===== config.mk =====
export PLATFORM = sky130hd
export DESIGN_NAME = chop_az_timer
export DESIGN_NICKNAME = d
export VERILOG_FILES = /design/src/rtl/chop_pkg.sv /design/src/rtl/chop_frame_timer.sv /design/src/rtl/chop_switch_drive.sv /design/src/rtl/chop_conv_burst.sv /design/src/rtl/chop_az_timer.sv
export SDC_FILE = /design/constraint.sdc
export NUM_CORES = 1
export LEC_CHECK = 0
export BUFFER_PORTS_ARGS = -buffer_cell sky130_fd_sc_hd__buf_2
export CORE_MARGIN = 5
export CORE_UTILIZATION = 55
export CTS_BUF_LIST = sky130_fd_sc_hd__clkbuf_8
export DETAILED_ROUTE_END_ITERATION = 10
export PLACE_DENSITY = 0.78
export SLEW_MARGIN = 20
export SYNTH_ARGS = -nofsm -noshare
export SYNTH_HDL_FRONTEND = slang
export SYNTH_SLANG_ARGS = --single-unit

===== constraint.sdc =====
create_clock -name clk -period 4.5 [get_ports clk]
set_clock_uncertainty 0.1 [all_clocks]
set_input_delay 0.45 -clock clk [delete_from_list [all_inputs] [get_ports clk]]
set_output_delay 0.45 -clock clk [all_outputs]
set_load 0.01 [all_outputs]

===== src/rtl/chop_pkg.sv =====
package chop_pkg;

    parameter int CNT_W = 32;
    parameter int OSR_W = 11;
    parameter int PW_W  = 16;

    typedef struct packed {
        logic [CNT_W-1:0] half;
        logic [CNT_W-1:0] dead;
        logic [CNT_W-1:0] settle;
        logic [OSR_W-1:0] osr;
        logic [PW_W-1:0]  hi;
        logic [PW_W-1:0]  gap;
    } chop_cfg_t;

    typedef enum logic [1:0] {
        BST_IDLE,
        BST_SETTLE,
        BST_HIGH,
        BST_GAP
    } burst_st_e;

    // Zero counts that would stall a counter are raised to one.
    function automatic chop_cfg_t cfg_sanitize(chop_cfg_t c);
        chop_cfg_t r;
        r = c;
        if (c.half == '0) r.half = CNT_W'(1);
        if (c.osr  == '0) r.osr  = OSR_W'(1);
        if (c.hi   == '0) r.hi   = PW_W'(1);
        if (c.gap  == '0) r.gap  = PW_W'(1);
        return r;
    endfunction

endpackage


===== src/rtl/chop_frame_timer.sv =====
module chop_frame_timer
    import chop_pkg::*;
(
    input  logic             clk,
    input  logic             rst,
    input  logic             enable_i,
    input  chop_cfg_t        cfg_i,
    output logic             run_o,
    output logic             phase_o,
    output logic             cds_o,
    output logic             trig_o,
    output logic [CNT_W-1:0] pcnt_o,
    output chop_cfg_t        shadow_o
);

    logic             run_q;
    logic             phase_q;
    logic             cds_q;
    logic [CNT_W-1:0] pcnt_q;
    chop_cfg_t        shadow_q;
    logic             phase_last;
    logic             frame_last;

    assign phase_last = (pcnt_q == shadow_q.half - CNT_W'(1));
    assign frame_last = run_q && phase_q && phase_last;

    always_ff @(posedge clk) begin
        if (rst) begin
            run_q    <= 1'b0;
            phase_q  <= 1'b0;
            cds_q    <= 1'b0;
            pcnt_q   <= '0;
            shadow_q <= cfg_sanitize('0);
        end else if (!enable_i) begin
            run_q   <= 1'b0;
            phase_q <= 1'b0;
            cds_q   <= 1'b0;
            pcnt_q  <= '0;
        end else if (!run_q) begin
            run_q    <= 1'b1;
            phase_q  <= 1'b0;
            cds_q    <= 1'b0;
            pcnt_q   <= '0;
            shadow_q <= cfg_sanitize(cfg_i);
        end else if (phase_last) begin
            pcnt_q  <= '0;
            phase_q <= ~phase_q;
            if (phase_q) begin
                cds_q    <= ~cds_q;
                shadow_q <= cfg_sanitize(cfg_i);
            end
        end else begin
            pcnt_q <= pcnt_q + CNT_W'(1);
        end
    end

    assign run_o    = run_q;
    assign phase_o  = phase_q;
    assign cds_o    = cds_q;
    assign pcnt_o   = pcnt_q;
    assign shadow_o = shadow_q;
    assign trig_o   = run_q && (pcnt_q == '0);

    AST_CDS_FRAME_ONLY: assert property (@(posedge clk) disable iff (rst)
        (enable_i && run_q && !frame_last) |=> $stable(cds_q));

endmodule


===== src/rtl/chop_switch_drive.sv =====
module chop_switch_drive
    import chop_pkg::*;
#(
    parameter int N_PAIRS = 2
)(
    input  logic               run_i,
    input  logic               phase_i,
    input  logic [CNT_W-1:0]   pcnt_i,
    input  logic [CNT_W-1:0]   dead_i,
    output logic [N_PAIRS-1:0] drv_a_o,
    output logic [N_PAIRS-1:0] drv_b_o
);

    logic open_w;

    // A side may conduct only once the deadtime of the current phase has passed.
    assign open_w = run_i && (pcnt_i >= dead_i);

    for (genvar g = 0; g < N_PAIRS; g++) begin : g_pair
        assign drv_a_o[g] = open_w && !phase_i;
        assign drv_b_o[g] = open_w &&  phase_i;
    end

endmodule


===== src/rtl/chop_conv_burst.sv =====
module chop_conv_burst
    import chop_pkg::*;
(
    input  logic             clk,
    input  logic             rst,
    input  logic             enable_i,
    input  logic             trig_i,
    input  chop_cfg_t        cfg_i,
    output logic             conv_o
);

    burst_st_e        st_q;
    logic [CNT_W-1:0] cnt_q;
    logic [OSR_W-1:0] left_q;
    logic [PW_W-1:0]  hi_q;
    logic [PW_W-1:0]  gap_q;

    always_ff @(posedge clk) begin
        if (rst || !enable_i) begin
            st_q   <= BST_IDLE;
            cnt_q  <= '0;
            left_q <= '0;
            hi_q   <= PW_W'(1);
            gap_q  <= PW_W'(1);
        end else begin
            unique case (st_q)
                BST_IDLE: begin
                    if (trig_i) begin
                        hi_q   <= cfg_i.hi;
                        gap_q  <= cfg_i.gap;
                        left_q <= cfg_i.osr - OSR_W'(1);
                        if (cfg_i.settle == '0) begin
                            st_q  <= BST_HIGH;
                            cnt_q <= CNT_W'(cfg_i.hi) - CNT_W'(1);
                        end else begin
                            st_q  <= BST_SETTLE;
                            cnt_q <= cfg_i.settle - CNT_W'(1);
                        end
                    end
                end
                BST_SETTLE: begin
                    if (cnt_q == '0) begin
                        st_q  <= BST_HIGH;
                        cnt_q <= CNT_W'(hi_q) - CNT_W'(1);
                    end else begin
                        cnt_q <= cnt_q - CNT_W'(1);
                    end
                end
                BST_HIGH: begin
                    if (cnt_q == '0) begin
                        if (left_q == '0) begin
                            st_q <= BST_IDLE;
                        end else begin
                            st_q  <= BST_GAP;
                            cnt_q <= CNT_W'(gap_q) - CNT_W'(1);
                        end
                    end else begin
                        cnt_q <= cnt_q - CNT_W'(1);
                    end
                end
                BST_GAP: begin
                    if (cnt_q == '0) begin
                        st_q   <= BST_HIGH;
                        cnt_q  <= CNT_W'(hi_q) - CNT_W'(1);
                        left_q <= left_q - OSR_W'(1);
                    end else begin
                        cnt_q <= cnt_q - CNT_W'(1);
                    end
                end
                default: st_q <= BST_IDLE;
            endcase
        end
    end

    assign conv_o = (st_q == BST_HIGH);

    AST_IDLE_NO_PENDING: assert property (@(posedge clk) disable iff (rst)
        (st_q == BST_IDLE) |-> (left_q == '0));

    AST_NO_GAP_FROM_IDLE: assert property (@(posedge clk) disable iff (rst)
        (st_q == BST_IDLE) |=> (st_q != BST_GAP));

endmodule


===== src/rtl/chop_az_timer.sv =====
module chop_az_timer
    import chop_pkg::*;
#(
    parameter int N_PAIRS = 2
)(
    input  logic             clk,
    input  logic             rst,
    input  logic             enable_i,
    input  logic [CNT_W-1:0] cfg_half_i,
    input  logic [CNT_W-1:0] cfg_dead_i,
    input  logic [CNT_W-1:0] cfg_settle_i,
    input  logic [OSR_W-1:0] cfg_osr_i,
    input  logic [PW_W-1:0]  cfg_hi_i,
    input  logic [PW_W-1:0]  cfg_gap_i,
    output logic             mod_a_o,
    output logic             mod_b_o,
    output logic             dem_a_o,
    output logic             dem_b_o,
    output logic             cds_o,
    output logic             phase_trig_o,
    output logic             conv_o
);

    localparam int MOD_IDX = 0;
    localparam int DEM_IDX = (N_PAIRS > 1) ? 1 : 0;

    chop_cfg_t          cfg_w;
    chop_cfg_t          shadow_w;
    logic               run_w;
    logic               phase_w;
    logic               trig_w;
    logic [CNT_W-1:0]   pcnt_w;
    logic [N_PAIRS-1:0] drv_a_w;
    logic [N_PAIRS-1:0] drv_b_w;

    assign cfg_w = '{half: cfg_half_i, dead: cfg_dead_i, settle: cfg_settle_i,
                     osr: cfg_osr_i, hi: cfg_hi_i, gap: cfg_gap_i};

    chop_frame_timer u_frame (
        .clk      (clk),
        .rst      (rst),
        .enable_i (enable_i),
        .cfg_i    (cfg_w),
        .run_o    (run_w),
        .phase_o  (phase_w),
        .cds_o    (cds_o),
        .trig_o   (trig_w),
        .pcnt_o   (pcnt_w),
        .shadow_o (shadow_w)
    );

    chop_switch_drive #(.N_PAIRS(N_PAIRS)) u_drive (
        .run_i   (run_w),
        .phase_i (phase_w),
        .pcnt_i  (pcnt_w),
        .dead_i  (shadow_w.dead),
        .drv_a_o (drv_a_w),
        .drv_b_o (drv_b_w)
    );

    chop_conv_burst u_burst (
        .clk      (clk),
        .rst      (rst),
        .enable_i (enable_i),
        .trig_i   (trig_w),
        .cfg_i    (shadow_w),
        .conv_o   (conv_o)
    );

    assign mod_a_o      = drv_a_w[MOD_IDX];
    assign mod_b_o      = drv_b_w[MOD_IDX];
    assign dem_a_o      = drv_a_w[DEM_IDX];
    assign dem_b_o      = drv_b_w[DEM_IDX];
    assign phase_trig_o = trig_w;

    AST_DRIVE_EXCLUSIVE: assert property (@(posedge clk) disable iff (rst)
        !(mod_a_o && mod_b_o) && !(dem_a_o && dem_b_o));

    AST_OFF_WHEN_DISABLED: assert property (@(posedge clk) disable iff (rst)
        !enable_i |=> !(mod_a_o || mod_b_o || dem_a_o || dem_b_o ||
                        cds_o || phase_trig_o || conv_o));

endmodule


==> results of run 1 <==
==> state kept, by name, indices dropped and copies added (netlist names) <==
name	cells
u_burst.cnt_q	32
u_frame.run_o	1
u_frame.shadow_o	139
u_burst.gap_q	16
u_frame.phase_o	1
u_burst.left_q	11
u_burst.st_q	2
u_burst.hi_q	16
u_frame.pcnt_o	32
u_frame.cds_o	1
==> report_power, final <==
part	internal [mW]	switching, mW	leakage, nW
clock	1.21	0.997	0.540
combinational	0.504	0.690	4.57
sequential	2.32	0.124	2.05
total	4.04	1.81	7.16
==> worst max-delay path, cell delays in order (launching register included) <==
cell and delay, ns:
sky130_fd_sc_hd__dfxtp_1 0.36, sky130_fd_sc_hd__inv_1 0.09, sky130_fd_sc_hd__ha_1 0.26, sky130_fd_sc_hd__or3b_2 0.60, sky130_fd_sc_hd__nor3_4 0.37, sky130_fd_sc_hd__nand4b_1 0.14
sky130_fd_sc_hd__o21ba_1 0.20, sky130_fd_sc_hd__nor4_1 0.27, sky130_fd_sc_hd__nand4_1 0.19, sky130_fd_sc_hd__o32ai_4 0.64, sky130_fd_sc_hd__buf_12 0.36, sky130_fd_sc_hd__mux2i_1 0.26
==> area by class of cell <==
type / count / area share
Clock inverter: 25 / 0.00870
Inverter: 59 / 0.0124
Sequential cell: 251 / 0.282
Multi-Input combinational cell: 1496 / 0.572
Clock buffer: 57 / 0.0440
Timing Repair Buffer: 170 / 0.0539
Tap cell: 384 / 0.0269
==> metal layers <==
layer  track usage  part of all wire  vias to the layer above
met4         0.110             0.042                        0
met5             0                 0                        -
met3        0.0333             0.050                      118
met2         0.448              0.50                      463
li1              -                 -                     6969
met1         0.298              0.41                     6719
==> layout by cell type, fill, tap and decap left out, types with 14 or more instances in the layout <==
cell type	Yosys	final
sky130_fd_sc_hd__nand2b_1	283	282
sky130_fd_sc_hd__dfxtp_1	251	251
sky130_fd_sc_hd__mux2i_1	182	182
sky130_fd_sc_hd__nor2_1	169	169
sky130_fd_sc_hd__buf_2	9	147
sky130_fd_sc_hd__nand2_1	98	98
sky130_fd_sc_hd__o21ai_0	86	86
sky130_fd_sc_hd__xor2_1	82	82
sky130_fd_sc_hd__xnor2_1	77	77
sky130_fd_sc_hd__inv_1	59	70
sky130_fd_sc_hd__nor4_1	65	64
sky130_fd_sc_hd__clkbuf_8	0	57
sky130_fd_sc_hd__a21oi_1	53	53
sky130_fd_sc_hd__ha_1	47	47
sky130_fd_sc_hd__nor3_1	44	43
sky130_fd_sc_hd__nand3_1	34	34
sky130_fd_sc_hd__nand4_1	29	29
sky130_fd_sc_hd__a31oi_1	26	26
sky130_fd_sc_hd__or4_1	19	19
sky130_fd_sc_hd__o211ai_1	18	18
sky130_fd_sc_hd__buf_4	8	18
sky130_fd_sc_hd__or3_1	16	16
sky130_fd_sc_hd__a21o_1	14	14
==> logic make-up (layout without fill, tap and decap cells) <==
family                     Yosys count  count (layout)  share of synthesized area
DFF                                251             251                      0.314
AOI/OAI and AO/OA                  277             277                      0.112
adders and majority gates           47              47                     0.0368
buffers and inverters              170             311                     0.0486
xor gates and xnor gates           159             159                     0.0872
muxes                              183             183                      0.115
and+or+nand+nor                    830             830                      0.287
==> final timing paths <==
kind	endpoint	slack [ns]	depth (start not counted)
setup / recovery	u_frame.shadow_o[35]$_SDFFE_PP0P_	0.55	11
hold / removal	u_frame.shadow_o[76]$_SDFFE_PP0P_	0.02	3
setup reg to reg	u_frame.shadow_o[35]$_SDFFE_PP0P_	0.55	11
hold reg to reg	u_frame.shadow_o[76]$_SDFFE_PP0P_	0.37	2
==> insert_results.sql, run 1 <==
INSERT INTO impl_metrics (metric_group, metric, value, unit) VALUES
('run_status', 'status', 'completed', ''),
('yosys', 'synthArstFlopShare', '0', ''),
('yosys', 'synth.lib_cells_used.distinct', '72', ''),
('sta', 'worst_hold_slack', '0.0165', 'ns'),
('drt', 'wire_per_inst', '17.3', 'um'),
('sta', 'maxSlewViolCount', '0', ''),
('yosys', 'dominant_cell_by_count_in_the_synthesized_netlist', 'sky130_fd_sc_hd__nand2b_1', ''),
('worst_setup_path', 'worstPathMaxFanout', '40', ''),
('worst_setup_path', 'crit_arrival', '4.34', 'ns'),
('yosys', 'post_synth_instance_area', '16000', 'um^2'),
('yosys', 'synthesis.nets', '2106', ''),
('global_routing', 'grt_first_pass_wirelength', '69300', 'um'),
('clock_tree', 'cts.reportedPaths.clkPinSlew', '0.06', 'ns'),
('sta', 'max_freq', '253', 'MHz'),
('sta', 'finalSetupViolations', '0', ''),
('clock_tree', 'clock_sinks', '251', ''),
('yosys', 'ys_ff_latch', '251', ''),
('sta', 'final.min_clock_period', '3.95', 'ns'),
('global_routing', 'grt_pass1_vias', '14119', ''),
('yosys', 'synth_largest_type_area_fraction', '0.314', ''),
('yosys', 'synthTopCellsByArea', 'sky130_fd_sc_hd__dfxtp_1 31%, sky130_fd_sc_hd__mux2i_1 11%, sky130_fd_sc_hd__nand2b_1 11%', ''),
('clock_tree', 'ctsResizeCount', '0', ''),
('global_routing', 'grt_overflow', '0', ''),
('sta', 'timing.final.crit_share', '0.878', ''),
('die', 'rows', '62', ''),
('clock_tree', 'cts_post_setup_buffers_inserted', '0', ''),
('clock_tree', 'cts-buffers-inserted', '45', ''),
('placement', 'buffer_ports.inserted', '148', ''),
('worst_setup_path', 'critical_path.reg2reg.startpoint', 'u_frame.shadow_o[107]$_SDFFE_PP1P_', ''),
('die', 'floorplan.die.height', '180', 'um'),
('clock_tree', 'cts_hold_buf', '0', ''),
('drt', 'routed_wirelength', '42300', 'um'),
('yosys', 'synth-warning-count', '0', ''),
('final_layout', 'syn_to_final_growth', '11.6', '%'),
('final_layout', 'multiInputGateArea', '10200', 'um^2'),
('sta', 'postLayoutSetupSlackWorst', '0.550', 'ns'),
('power_and_ir_drop', 'vdd_ir_max', '0.229', 'mV'),
('placement', 'dpl.cell_count', '2360', ''),
('sta', 'rsz0062_at_grt', 'no', ''),
('clock_tree', 'clock_latency', '0.59', 'ns'),
('drt', 'viasPerCell', '5.84', ''),
('yosys', 'yosysSeqAreaShare', '0.314', ''),
('drt', 'num_vias', '14269', ''),
('global_routing', 'number_of_antenna_violations_at_the_first_check_in_global_routing', '0', ''),
('yosys', 'synth_largest_area_cell', 'sky130_fd_sc_hd__dfxtp_1', ''),
('power_and_ir_drop', 'p_leak', '7.16', 'nW'),
('final_layout', 'finish.utilization', '0.621', ''),
('placement', 'placement_stage_cell_area', '16900', 'um^2'),
('drt', 'drt_drc_violations_left', '0', ''),
('sta', 'hold_violations', '0', ''),
('sta', 'finalSetupTns', '0', 'ns'),
('placement', 'pre_cts_slack', '0.605', 'ns'),
('placement', 'routabilityCongestion', '0.943', ''),
('worst_setup_path', 'critical_path.startpoint', 'u_frame.shadow_o[107]$_SDFFE_PP1P_', ''),
('die', 'placeableCoreArea', '28700', 'um^2'),
('power_and_ir_drop', 'report.power.total', '5.85', 'mW'),
('final_layout', 'number_of_cells_in_the_finished_layout_apart_from_fillers', '2442', ''),
('yosys', 'synth-edff-count', '0', ''),
('power_and_ir_drop', 'power_dens_cells', '328', 'nW/um^2'),
('sta', 'timing.slew.headroom', '0.296', ''),
('placement', 'post-dp-hpwl', '31300', 'um'),
('clock_tree', 'cts.root.buffer_cell', 'sky130_fd_sc_hd__clkbuf_8', ''),
('sta', 'worst-slew-pin-transition', '1.05', 'ns'),
('global_routing', 'grt_start_max_net_pins', '127', ''),
('worst_setup_path', 'cp.required', '4.89', 'ns'),
('die', 'floorplan.die_area', '32600', 'um^2'),
('worst_setup_path', 'cp-end-kind', 'flop', ''),
('final_layout', 'area.sequential', '5020', 'um^2'),
('worst_setup_path', 'worstSetupStartpointType', 'flop', ''),
('worst_hold_path', 'holdCritStartpoint', 'cfg_dead_i[1]', ''),
('clock_tree', 'cts.htree.levels', '2', '');
Power figures use the tool's default switching activity.
==> run 2, diff against run 1 <==
- BUFFER_PORTS_ARGS: -buffer_cell sky130_fd_sc_hd__buf_2 -> -buffer_cell sky130_fd_sc_hd__buf_4
==> insert_results.sql, run 2 (synthesis results as in run 1) <==
INSERT INTO impl_metrics (metric_group, metric, value, unit) VALUES
('die', 'start_util', '0.557', ''),
('placement', 'post-dp-hpwl', '30300', 'um'),
('die', 'horizontal_die_dimension', '180', 'um'),
('final_layout', 'syn_to_final_growth', '14.0', '%'),
('global_routing', 'number_of_antenna_violations_at_the_first_check_in_global_routing', '0', ''),
('sta', 'timing.slew.headroom', '0.301', ''),
('worst_setup_path', 'buffers_plus_inverters_on_the_worst_setup_path', '3', ''),
('global_routing', 'grt_pass1_vias', '14098', ''),
('sta', 'worst_hold_slack', '0.0318', 'ns'),
('worst_setup_path', 'reg2reg_setup_slack', '0.60', 'ns'),
('power_and_ir_drop', 'report.power.total', '5.84', 'mW'),
('placement', 'pre_cts_slack', '0.608', 'ns'),
('die', 'rows', '62', ''),
('worst_hold_path', 'min-delay-path-class', 'input pin to flop', ''),
('clock_tree', 'clock_latency', '0.59', 'ns'),
('die', 'ioPinCount', '149', ''),
('worst_hold_path', 'holdCritStartpoint', 'cfg_dead_i[28]', ''),
('sta', 'finalSetupViolations', '0', ''),
('sta', 'finalSetupTns', '0', 'ns'),
('drt', 'dr.pass1.iters', '5', ''),
('worst_setup_path', 'setup.worst_path.class', 'flop to flop', ''),
('run_status', 'status', 'completed', ''),
('worst_setup_path', 'worstPathMaxFanout', '36', ''),
('final_layout', 'final_layout_size_suffix_gt1_frac', '0.130', ''),
('final_layout', 'final_cell_mix', '282 x sky130_fd_sc_hd__nand2b_1, 251 x sky130_fd_sc_hd__dfxtp_1, 182 x sky130_fd_sc_hd__mux2i_1, 169 x sky130_fd_sc_hd__nor2_1, 164 x sky130_fd_sc_hd__buf_4', ''),
('final_layout', 'num_antenna_cells', '0', ''),
('drt', 'ant_nets', '0', ''),
('worst_setup_path', 'crit_chain', 'inv_1 -> ha_1 -> or3b_2 -> nor3_4 -> nand4b_1 -> o21ba_1 -> nor4_1 -> nand4_1 -> o32ai_4 -> buf_12 -> buf_12 -> mux2i_1', ''),
('worst_setup_path', 'cp.required', '4.90', 'ns'),
('die', 'floorplan.die_area', '32600', 'um^2'),
('final_layout', 'largest_register_ff_count', '139', ''),
('worst_setup_path', 'cpPeakStageDelay', '0.60', 'ns'),
('clock_tree', 'cts.reportedPaths.clkPinSlew', '0.06', 'ns'),
('clock_tree', 'buffers_from_clock_root_to_sink_at_most', '3', ''),
('sta', 'timing.final.crit_share', '0.867', ''),
('global_routing', 'grt_start_max_net_pins', '125', ''),
('worst_setup_path', 'worst_path_dominant_cell_family', 'simple AND/OR/NAND/NOR gates', ''),
('clock_tree', 'cts-buffers-inserted', '46', ''),
('sta', 'final.min_clock_period', '3.90', 'ns'),
('final_layout', 'finish.net_count', '2215', ''),
('sta', 'rsz0062_at_grt', 'no', ''),
('clock_tree', 'clock_sinks', '251', ''),
('clock_tree', 'cts.htree.levels', '2', ''),
('worst_setup_path', 'crit_arrival', '4.30', 'ns'),
('worst_setup_path', 'critical-path-top-cell-by-count', 'sky130_fd_sc_hd__buf_12', ''),
('global_routing', 'grt_overflow', '0', ''),
('clock_tree', 'cts.root.buffer_cell', 'sky130_fd_sc_hd__clkbuf_8', ''),
('power_and_ir_drop', 'power_dens_cells', '321', 'nW/um^2'),
('worst_setup_path', 'cp-end-kind', 'flop', ''),
('worst_setup_path', 'critical_path.reg2reg.endpoint', 'u_frame.shadow_o[32]$_SDFFE_PP1P_', ''),
('final_layout', 'number_of_cells_in_the_finished_layout_apart_from_fillers', '2443', ''),
('placement', 'routabilityCongestion', '0.967', ''),
('placement', 'dpl.cell_count', '2358', ''),
('worst_hold_path', 'min_to', 'u_frame.shadow_o[103]$_SDFFE_PP0P_', ''),
('placement', 'buffer_ports.inserted', '148', ''),
('sta', 'postLayoutSetupSlackWorst', '0.599', 'ns'),
('sta', 'maxSlewViolCount', '0', ''),
('die', 'placeableCoreArea', '28700', 'um^2'),
('final_layout', 'most_frequent_standard_cell_in_the_layout_excluding_fill_and_tap_cells', 'sky130_fd_sc_hd__nand2b_1', ''),
('drt', 'routed_wirelength', '41400', 'um'),
('drt', 'num_vias', '14157', ''),
('die', 'floorplan.die.height', '180', 'um'),
('global_routing', 'grt_usage', '0.244', ''),
('power_and_ir_drop', 'vdd_ir_max', '0.204', 'mV'),
('global_routing', 'grt_first_pass_wirelength', '68300', 'um'),
('drt', 'drt_drc_violations_left', '0', ''),
('worst_setup_path', 'worstSetupStartpointType', 'flop', ''),
('worst_setup_path', 'critical_path.reg2reg.startpoint', 'u_frame.shadow_o[107]$_SDFFE_PP1P_', ''),
('job', 'timing.max_cap.violations', '0', ''),
('worst_setup_path', 'critical_path.slowest_cell', 'sky130_fd_sc_hd__or3b_2', ''),
('worst_setup_path', 'r2r_cells', '12', ''),
('sta', 'worst-slew-pin-transition', '1.04', 'ns'),
('sta', 'max_freq', '256', 'MHz'),
('drt', 'viasPerCell', '5.79', ''),
('sta', 'hold_violations', '0', ''),
('worst_hold_path', 'hold_depth', '3', ''),
('drt', 'wire_per_inst', '16.9', 'um'),
('power_and_ir_drop', 'p_leak', '7.28', 'nW'),
('clock_tree', 'cts_tree', 'yes', ''),
('drt', 'detailedRoute.firstIterationViolations', '994', '');
## run 2: how the worst max path moves through the flow
stage	startpoint	depth (start not counted)	endpoint	slack, ns
finish	u_frame.shadow_o[107]$_SDFFE_PP1P_	12	u_frame.shadow_o[32]$_SDFFE_PP1P_	0.60
global route	u_frame.shadow_o[107]$_SDFFE_PP1P_	12	u_frame.shadow_o[32]$_SDFFE_PP1P_	0.37
CTS	u_frame.shadow_o[107]$_SDFFE_PP1P_	12	u_frame.shadow_o[32]$_SDFFE_PP1P_	0.58
detailed placement	u_frame.shadow_o[107]$_SDFFE_PP1P_	12	u_frame.shadow_o[58]$_SDFFE_PP0P_	0.61
global placement	u_frame.shadow_o[107]$_SDFFE_PP1P_	12	u_frame.shadow_o[35]$_SDFFE_PP0P_	0.75
floorplan	u_frame.shadow_o[107]$_SDFFE_PP1P_	13	u_frame.shadow_o[0]$_SDFFE_PP1P_	1.22
## run 2: where the power goes
group | switching (mW) | leakage [nW] | internal [mW] | total (mW)
Sequential | 0.120 | 2.05 | 2.33 | 2.45
Clock | 0.984 | 0.533 | 1.19 | 2.17
Combinational | 0.682 | 4.70 | 0.538 | 1.22
Total | 1.79 | 7.28 | 4.05 | 5.84
## run 2: cell type report
| cell class | count | area (um^2) |
|---|---|---|
| sequential | 251 | 5020 |
| clock inverter | 25 | 150 |
| tap | 384 | 480 |
| clock buffer | 56 | 771 |
| fill | 2509 | 10500 |
| inverter | 59 | 221 |
| timing repair buffer | 172 | 1350 |
| multi-input combinational | 1496 | 10200 |
## run 2: worst register-to-register path, cell delays in order, from the launching register on
cell	delay (ns)
sky130_fd_sc_hd__dfxtp_1	0.36
sky130_fd_sc_hd__inv_1	0.07
sky130_fd_sc_hd__ha_1	0.27
sky130_fd_sc_hd__or3b_2	0.60
sky130_fd_sc_hd__nor3_4	0.37
sky130_fd_sc_hd__nand4b_1	0.15
sky130_fd_sc_hd__o21ba_1	0.21
sky130_fd_sc_hd__nor4_1	0.29
sky130_fd_sc_hd__nand4_1	0.20
sky130_fd_sc_hd__o32ai_4	0.39
sky130_fd_sc_hd__buf_12	0.27
sky130_fd_sc_hd__buf_12	0.29
sky130_fd_sc_hd__mux2i_1	0.26
## run 2: repair_timing
action | in CTS | in global routing
endpoints found under the hold margin | 4 | 0
hold buffers | 4 | 0
gates resized for setup | 0 | 0
buffers inserted | 0 | 0
## run 2: layer usage
layer | global-route usage | up-vias | share of wire
met3 | 0.0359 | 124 | 0.051
met2 | 0.422 | 458 | 0.49
met5 | 0 | - | 0
met1 | 0.296 | 6603 | 0.41
met4 | 0.122 | 0 | 0.048
li1 | - | 6972 | -
## run 2: per-stage QoR
| step | utilization | area (um^2) |
|---|---|---|
| 6_report | 0.634 | 18200 |
| 5_1_grt | 0.634 | 18200 |
| 4_1_cts | 0.634 | 18200 |
| 3_5_place_dp | 0.601 | 17200 |
| 3_3_place_gp | 0.601 | 17200 |
| 2_1_floorplan | - | 16000 |
